$ cat src/rtl/pwc_pkg.sv
package pwc_pkg;
  typedef enum logic [1:0] {
    CHK_OFF  = 2'b00,
    CHK_HOLD = 2'b01,
    CHK_SPEC = 2'b10
  } chk_mode_e;

  function automatic logic mode_is_spec(input logic [1:0] m);
    return m[1];
  endfunction

  function automatic logic mode_is_hold(input logic [1:0] m);
    return m == CHK_HOLD;
  endfunction
endpackage

$ cat src/rtl/pwc_walk_ctrl.sv
module pwc_walk_ctrl
  import pwc_pkg::*;
#(
  parameter int AGE_W = 5,
  parameter int CNT_W = 16
) (
  input  logic             clk,
  input  logic             rst_n,
  input  logic [1:0]       chk_mode,
  input  logic             walk_start,
  input  logic [AGE_W-1:0] walk_age,
  input  logic             walk_end,
  input  logic             rd_valid,
  input  logic             any_older,
  input  logic             any_conflict,
  input  logic             any_older_unres,
  input  logic             over_limit,
  output logic             open_q,
  output logic             start_fire,
  output logic [AGE_W-1:0] age_q,
  output logic             rd_ready,
  output logic             walk_stall,
  output logic             walk_viol,
  output logic             walk_retry,
  output logic             walk_commit,
  output logic [CNT_W-1:0] viol_count
);
  logic [1:0] mode_q;
  logic       viol_q, retry_q, commit_q;
  logic [CNT_W-1:0] cnt_q;
  logic spec_on, hold_on, rd_fire, read_viol, win_viol, new_viol, end_fire, flagged;

  assign spec_on    = open_q && mode_is_spec(mode_q);
  assign hold_on    = open_q && mode_is_hold(mode_q);
  assign walk_stall = hold_on && any_older;
  assign rd_ready   = open_q && !walk_stall;
  assign rd_fire    = rd_valid && rd_ready;
  assign read_viol  = spec_on && rd_fire && any_conflict;
  assign win_viol   = spec_on && over_limit && any_older_unres;
  assign new_viol   = read_viol || win_viol;
  assign start_fire = !open_q && walk_start;
  assign end_fire   = open_q && walk_end;
  assign flagged    = viol_q || new_viol;

  always_ff @(posedge clk) begin
    if (!rst_n) begin
      open_q   <= 1'b0;
      mode_q   <= CHK_OFF;
      age_q    <= '0;
      viol_q   <= 1'b0;
      retry_q  <= 1'b0;
      commit_q <= 1'b0;
      cnt_q    <= '0;
    end else begin
      retry_q  <= end_fire && flagged;
      commit_q <= end_fire && !flagged;
      if (end_fire && flagged) cnt_q <= cnt_q + CNT_W'(1);
      if (start_fire) begin
        open_q <= 1'b1;
        mode_q <= chk_mode;
        age_q  <= walk_age;
        viol_q <= 1'b0;
      end else begin
        if (end_fire) open_q <= 1'b0;
        if (new_viol) viol_q <= 1'b1;
      end
    end
  end

  assign walk_viol   = viol_q;
  assign walk_retry  = retry_q;
  assign walk_commit = commit_q;
  assign viol_count  = cnt_q;
endmodule

$ cat config.mk
export PLATFORM = sky130hd
export DESIGN_NAME = pwc_walk_ctrl
export DESIGN_NICKNAME = d
export VERILOG_FILES = /design/src/rtl/pwc_pkg.sv /design/src/rtl/pwc_walk_ctrl.sv
export SDC_FILE = /design/constraint.sdc
export NUM_CORES = 1
export LEC_CHECK = 0
export CAP_MARGIN = 20
export CORE_ASPECT_RATIO = 0.9
export CORE_MARGIN = 8
export CORE_UTILIZATION = 48
export DETAILED_ROUTE_END_ITERATION = 7
export DONT_BUFFER_PORTS = 1
export GPL_TIMING_DRIVEN = 0
export PLACE_DENSITY = 0.73
export REMOVE_ABC_BUFFERS = 1
export SETUP_SLACK_MARGIN = 0.15
export SLEW_MARGIN = 20
export SYNTH_ARGS = -nofsm -noshare
export SYNTH_HDL_FRONTEND = slang
export SYNTH_SLANG_ARGS = --single-unit
$ cat constraint.sdc
create_clock -name clk -period 3.76 [get_ports clk]
set_input_delay 1.128 -clock clk [delete_from_list [all_inputs] [get_ports clk]]
set_output_delay 1.128 -clock clk [all_outputs]
set_load 0.02 [all_outputs]
==> results.json, run 1 <==
{
  "drive_above_1_share_pct": 6.475,
  "clkPwrFrac_pct": 27.1,
  "cts_sinks": 27,
  "synth_simple_gate_area_share_pct": 27.37,
  "synth_area_per_cell_um2": 8.723,
  "clkLatencyLatePin_ps": 320,
  "seq_power_share_pct": 66.0,
  "die_w_um": 69.36,
  "synth_edf_count": 0,
  "dr.pass1.iters": 5,
  "die_area_um2": 4440,
  "crit_start": "walk_start",
  "hp-start": "mode_q[0]",
  "final-seq-area_um2": 540.5,
  "initial_core_util_pct": 50.28,
  "grt_overflow": 0,
  "endpoint_kind": "output port",
  "period_minus_slack_ps": 2820,
  "dp_hpwl_mm": 2.143,
  "htree_levels": 1,
  "finalClockSkew_ps": 5.318,
  "cap_violations": 0,
  "num-nets-final": 157,
  "gp_congestion": 0.7150,
  "ys.flop_type": "dfxtp_1",
  "rows": 17,
  "via_count": 1085,
  "crit_chain": "nand2_1 -> clkinv_1",
  "maxSlewHeadroom_pct": 28.64,
  "via_per_inst": 6.497,
  "ys_types": 36,
  "cts_tree": "built",
  "numCtsBuffers": 3,
  "synthMuxAreaShare_pct": 0.8138,
  "p_int_w": 0.0003400,
  "die_h_um": 64.02,
  "ios": 44,
  "io_buffers": 0,
  "cts_hold_buf": 0,
  "synth_compound_area_share_pct": 22.58,
  "tns_ps": 0,
  "drcViolationCount": 0,
  "multi_input_comb_area_um2": 636.9,
  "antenna_violating_nets_post_route": 0,
  "cpLargestDelayFamily": "buffers and inverters",
  "yosysWarnings": 0,
  "core_area_um2": 2446,
  "cts-root-buf": "clkbuf_4",
  "post_cts_buffers": 0,
  "rsz0062_at_grt": "false",
  "path_class": "in2out",
  "clockBufferDepth": 2,
  "synthTopCellsByArea": "dfxtp_1, a21oi_1, o31ai_1",
  "timing.rr.start": "open_q",
  "worstPathMaxFanout": 9,
  "outcome": "finished clean",
  "async_flop_share_pct": 0,
  "max_freq_ghz": 0.3546,
  "wirelength_mm": 2.949,
  "fillers": 236,
  "max_stage_delay_ps": 350,
  "start_kind": "input pin",
  "hold_path.class": "reg2reg",
  "worstMarginPinSlew_ps": 1067,
  "powerDensity_nw_per_um2": 365.2,
  "ys_seq_area_share_pct": 43.95,
  "hold_viol": 0,
  "path_buf_inv": 1,
  "grt_pass1_wl_mm": 4.830,
  "cellLeakagePower_nw": 0.3895,
  "synth_fa_ha_area_share_pct": 1.017,
  "synth_top_family_by_area": "simple AND/OR/NAND/NOR gates",
  "cts.repair.resized": 0,
  "p_sw_w": 0.0001197,
  "setup_viol": 0,
  "stdcell_count": 167,
  "comb_power_share_pct": 6.9,
  "final.period_utilization_pct": 75.00,
  "synth-xor-area-share_pct": 0,
  "slew_violations": 0,
  "drtIter0Drc": 83,
  "p_sw_share_pct": 26.04,
  "wl_per_cell_um": 17.66,
  "cp_slowest_cell": "clkinv_1",
  "ir_worst_vdd_mv": 0.2566,
  "diodes": 0,
  "required_ps": 2630,
  "post-route-util_pct": 51.46,
  "synth.cell_area_um2": 1230,
  "antenna_found_initial": 0,
  "synth_top_cell_area_share_pct": 43.95,
  "place_worst_setup_slack_ps": 923.6,
  "layout_setup_ws_ps": 940.0,
  "cp.arrival_ps": 1690,
  "grt_pass1_vias": 1035,
  "clk_pin_slew_ps": 140,
  "area_delta_synth_final_pct": 2.340,
  "synthCells": 141,
  "place_inst": 163,
  "grt_max_degree": 33,
  "grt_usage_pct": 12.73,
  "synth_seq_cells": 27,
  "synth_top_area_cell": "dfxtp_1"
}
## layout make-up
cell class,instances,share of cell area (%)
multi-input combinational,103,50.60
sequential,27,42.94
tap,28,2.783
clock buffer,3,1.789
inverter,5,1.491
clock inverter,1,0.3976
## power groups by stage
stage / logic, W / registers [W] / clock network [W]
floorplan: 0.0000255 / 0.000308 / 0
global placement: 0.0000305 / 0.000310 / 0
detailed placement: 0.0000319 / 0.000310 / 0
CTS: 0.0000321 / 0.000304 / 0.000129
global route: 0.0000358 / 0.000305 / 0.000140
finish: 0.0000318 / 0.000304 / 0.000124
## metrics by stage
step / hold WS [ps] / power, W / area, um2
floorplan: 436.4 / 0.0003336 / 1196
global placement: 444.2 / 0.0003402 / 1231
detailed placement: 456.9 / 0.0003422 / 1231
CTS: 476.0 / 0.0004650 / 1259
global route: 512.4 / 0.0004806 / 1259
finish: 478.1 / 0.0004597 / 1259
## state kept, by name, summed over array words and instances, names as in the netlist
signal / cells
open_q: 1
viol_count: 16
mode_q: 2
walk_viol: 1
age_q: 5
walk_commit: 1
walk_retry: 1
## Yosys cell counts (3+ instances only)
library cell  number
dfxtp_1           27
nand3_1            5
o21ai_0            4
or4_1             11
nand4_1            4
nand2_1           19
buf_2              3
o31ai_1           11
a21oi_1           21
nor2_1             3
inv_1              3
## worst paths after layout
check / end / slack, ps / depth (start not counted)
hold reg to reg: mode_q[0] / 480 / 2
hold / removal: mode_q[0] / 480 / 2
setup / recovery: start_fire / 940 / 2
setup reg to reg: viol_count[13] / 1640 / 4
## routing by layer
metal	routed length [um]	GRT usage [%]
met5	0	0
met2	1466	22.78
met3	253	5.710
met4	24	3.069
met1	1204	13.39
## kinds of logic (layout without fill, tap and decap cells)
kind of cell / count (synthesis) / in the layout
AND/OR/NAND/NOR: 58 / 58
buffers and inverters: 11 / 9
multiplexers: 1 / 1
flip-flops: 27 / 27
adder cells (fa/ha/maj): 1 / 1
AO/OA/AOI/OAI: 43 / 43
## placed cells by master (no fill, tap or decap)
cell / n
nor3_1: 1
o21a_1: 1
mux2i_1: 1
and3_1: 2
a21oi_1: 21
or4_1: 11
nand3_2: 1
dfxtp_1: 27
a211oi_4: 1
o211a_1: 1
o311ai_0: 1
clkinv_1: 1
nor2_1: 3
nand3b_1: 2
nor4b_2: 1
nand2_1: 19
nand3_1: 5
nor4_1: 1
o21ai_0: 4
a22oi_1: 1
clkbuf_4: 3
o31ai_1: 11
and2_0: 1
o211ai_1: 1
or3_1: 2
inv_1: 3
clkinv_2: 1
and3_4: 1
nand4_1: 4
and4_1: 1
o41ai_1: 1
nand2b_1: 2
ha_1: 1
inv_2: 1
and2_1: 1
Note: power is estimated with default switching activity, not from simulation.
==> run 2: changes to the inputs <==
--- a/config.mk
+++ b/config.mk
@@ -5,6 +5,7 @@
 export SDC_FILE = /design/constraint.sdc
 export NUM_CORES = 1
 export LEC_CHECK = 0
+export ABC_AREA = 1
 export CAP_MARGIN = 20
 export CORE_ASPECT_RATIO = 0.9
 export CORE_MARGIN = 8
==> constraint.sdc (replaced) <==
create_clock -name clk -period 2.9 [get_ports clk]
set_input_delay 0.87 -clock clk [delete_from_list [all_inputs] [get_ports clk]]
set_output_delay 0.87 -clock clk [all_outputs]
set_load 0.02 [all_outputs]
==> run 2 against run 1 <==
- worst setup slack worse by 610 ps
- final cell count is 43% higher
- count of clock-buffer cells in the layout stayed put
- register-to-register slack worse by 420 ps
- utilization is 0.61 points higher
- critical path type is now reg2out
==> results.json, run 2 <==
{
  "final.period_utilization_pct": 88.57,
  "crit_chain": "inv_1 -> nor3_2 -> nor2_1",
  "hold_viol": 0,
  "numCtsBuffers": 3,
  "hold_path.class": "reg2reg",
  "ys_seq_area_share_pct": 39.67,
  "largest_register_ffs": 16,
  "finalClockSkew_ps": 3.813,
  "htree_levels": 1,
  "grt_max_degree": 18,
  "synth.cell_area_um2": 1363,
  "die_w_um": 72.16,
  "yosysMostFrequentCell": "nand2_1",
  "hp-start": "mode_q[0]",
  "gp_congestion": 0.8012,
  "worstMarginPinSlew_ps": 491.1,
  "max_freq_ghz": 0.3893,
  "endpoint_kind": "output port",
  "die_h_um": 66.55,
  "async_flop_share_pct": 0,
  "timing.rr.start": "open_q",
  "slew_violations": 0,
  "whs_ps": 502.0,
  "cp.arrival_ps": 1700,
  "dp_hpwl_mm": 2.257,
  "dr.pass1.iters": 4,
  "num-nets-final": 216,
  "synth_seq_cells": 27,
  "route.met2.wl_mm": 1.406,
  "mostFrequentLayoutCells": "nand2_1, nor2_1, dfxtp_1",
  "worstPathMaxFanout": 6,
  "period_minus_slack_ps": 2569,
  "via_count": 1185,
  "fillers": 277,
  "diodes": 0,
  "synthCells": 198,
  "antenna_found_initial": 0,
  "drive_above_1_share_pct": 11.62,
  "cts.repair.resized": 1,
  "antenna_violating_nets_post_route": 0,
  "initial_core_util_pct": 50.00,
  "drtIter0Drc": 39,
  "start_kind": "register",
  "maxSlewHeadroom_pct": 67.22,
  "ios": 44,
  "setup_viol": 0,
  "ys_types": 25,
  "rows": 18,
  "final_common_cell": "nand2_1",
  "clkLatencyLatePin_ps": 340,
  "via_per_inst": 4.979,
  "synthTopCellsByArea": "dfxtp_1, nand2_1, nor2_1",
  "cp_slowest_cell": "dfxtp_1",
  "synth_top_cell_area_share_pct": 39.67,
  "io_buffers": 0,
  "drcViolationCount": 0,
  "cellLeakagePower_nw": 0.5286,
  "core_area_um2": 2725,
  "powerDensity_nw_per_um2": 429.5,
  "required_ps": 2030,
  "synth_area_per_cell_um2": 6.882,
  "yosys-top-cells-count": "nand2_1, nor2_1, dfxtp_1, inv_1, o21ai_0",
  "outcome": "finished clean",
  "top_layer": "met4",
  "cts_hold_buf": 0,
  "wirelength_mm": 2.982,
  "synth_top_area_cell": "dfxtp_1",
  "clockBufferDepth": 2,
  "path_class": "reg2out",
  "routedLengthMet1_mm": 1.328,
  "grt_usage_pct": 13.40,
  "grt_overflow": 0,
  "grt_pass1_wl_mm": 5.168,
  "clk_pin_slew_ps": 160,
  "cts_tree": "built",
  "grt_pass1_vias": 1056,
  "ir_worst_vdd_mv": 0.2979,
  "rsz0062_at_grt": "false",
  "cts-root-buf": "clkbuf_4",
  "crit_start": "open_q",
  "cap_violations": 0,
  "synth_edf_count": 0,
  "cts_sinks": 27,
  "yosysWarnings": 0,
  "post_cts_buffers": 0,
  "post-route-util_pct": 52.07,
  "max_stage_delay_ps": 570,
  "wl_per_cell_um": 12.53,
  "tns_ps": 0,
  "area_delta_synth_final_pct": 4.132,
  "ys.flop_type": "dfxtp_1",
  "power_w": 0.0006094,
  "die_area_um2": 4802,
  "route.met3.wl_um": 192
}
-- run 2: changes by cell type after synthesis, sizes merged, moves of 3 or more --
cell and change:
nand2 +39, xor2 +3, and3 -3, nand4 +3
a21oi -7, o31ai -11, o21ai +9, inv +13
nand3 +4, or4 -11, nor2 +33
-- run 2: layout make-up --
class | instances | area [um2] | area share [%]
Inverter | 19 | 72.57 | 5.115
Clock buffer | 3 | 22.52 | 1.587
Clock inverter | 1 | 8.758 | 0.6173
Multi-Input combinational cell | 148 | 724.4 | 51.06
Tap cell | 40 | 50.05 | 3.527
Sequential cell | 27 | 540.5 | 38.10
-- run 2: path summary, 6_finish.rpt --
path,endpoint,slack (ps),cells after the start
min reg2reg,mode_q[0],500,2
max reg2reg,age_q[1],1220,5
min,mode_q[0],500,2
max,rd_ready,330,3
-- run 2: critical path: cells and delay by family (launching register included) --
| kind | cells | cell delay, ps |
|---|---|---|
| AND/OR/NAND/NOR | 2 | 640 |
| flip-flops | 1 | 570 |
| buffers and inverters | 1 | 150 |
-- run 2: logic make-up (layout without fill, tap and decap cells) --
kind of cell	after synthesis	after routing	share of synthesized area [%]
AND/OR/NAND/NOR	115	115	37.65
AO/OA/AOI/OAI	27	27	11.02
flip-flops	27	27	39.67
buffers and inverters	23	23	7.528
XOR/XNOR	5	5	3.215
adder cells (fa/ha/maj)	1	1	0.9181
-- run 2: metal layers --
metal,vias to the layer above,track usage [%]
met5,-,0
met4,0,6.361
met3,5,4.048
met2,23,22.18
met1,525,15.49
li1,632,-
-- run 2: per-stage QoR --
stage / worst slack [ps] / cells / cell area (um2)
floorplan: 371.4 / 194 / 1333
global placement: 314.3 / 234 / 1383
detailed placement: 307.6 / 234 / 1383
CTS: 356.4 / 238 / 1419
global route: 201.5 / 238 / 1419
finish: 331.4 / 238 / 1419
-- run 2: power breakdown --
| part | switching (W) | internal, W | total, W |
|---|---|---|---|
| registers | 0.0000180 | 0.000381 | 0.000399 |
| logic | 0.0000235 | 0.00000884 | 0.0000324 |
| clock network | 0.000121 | 0.0000564 | 0.000178 |
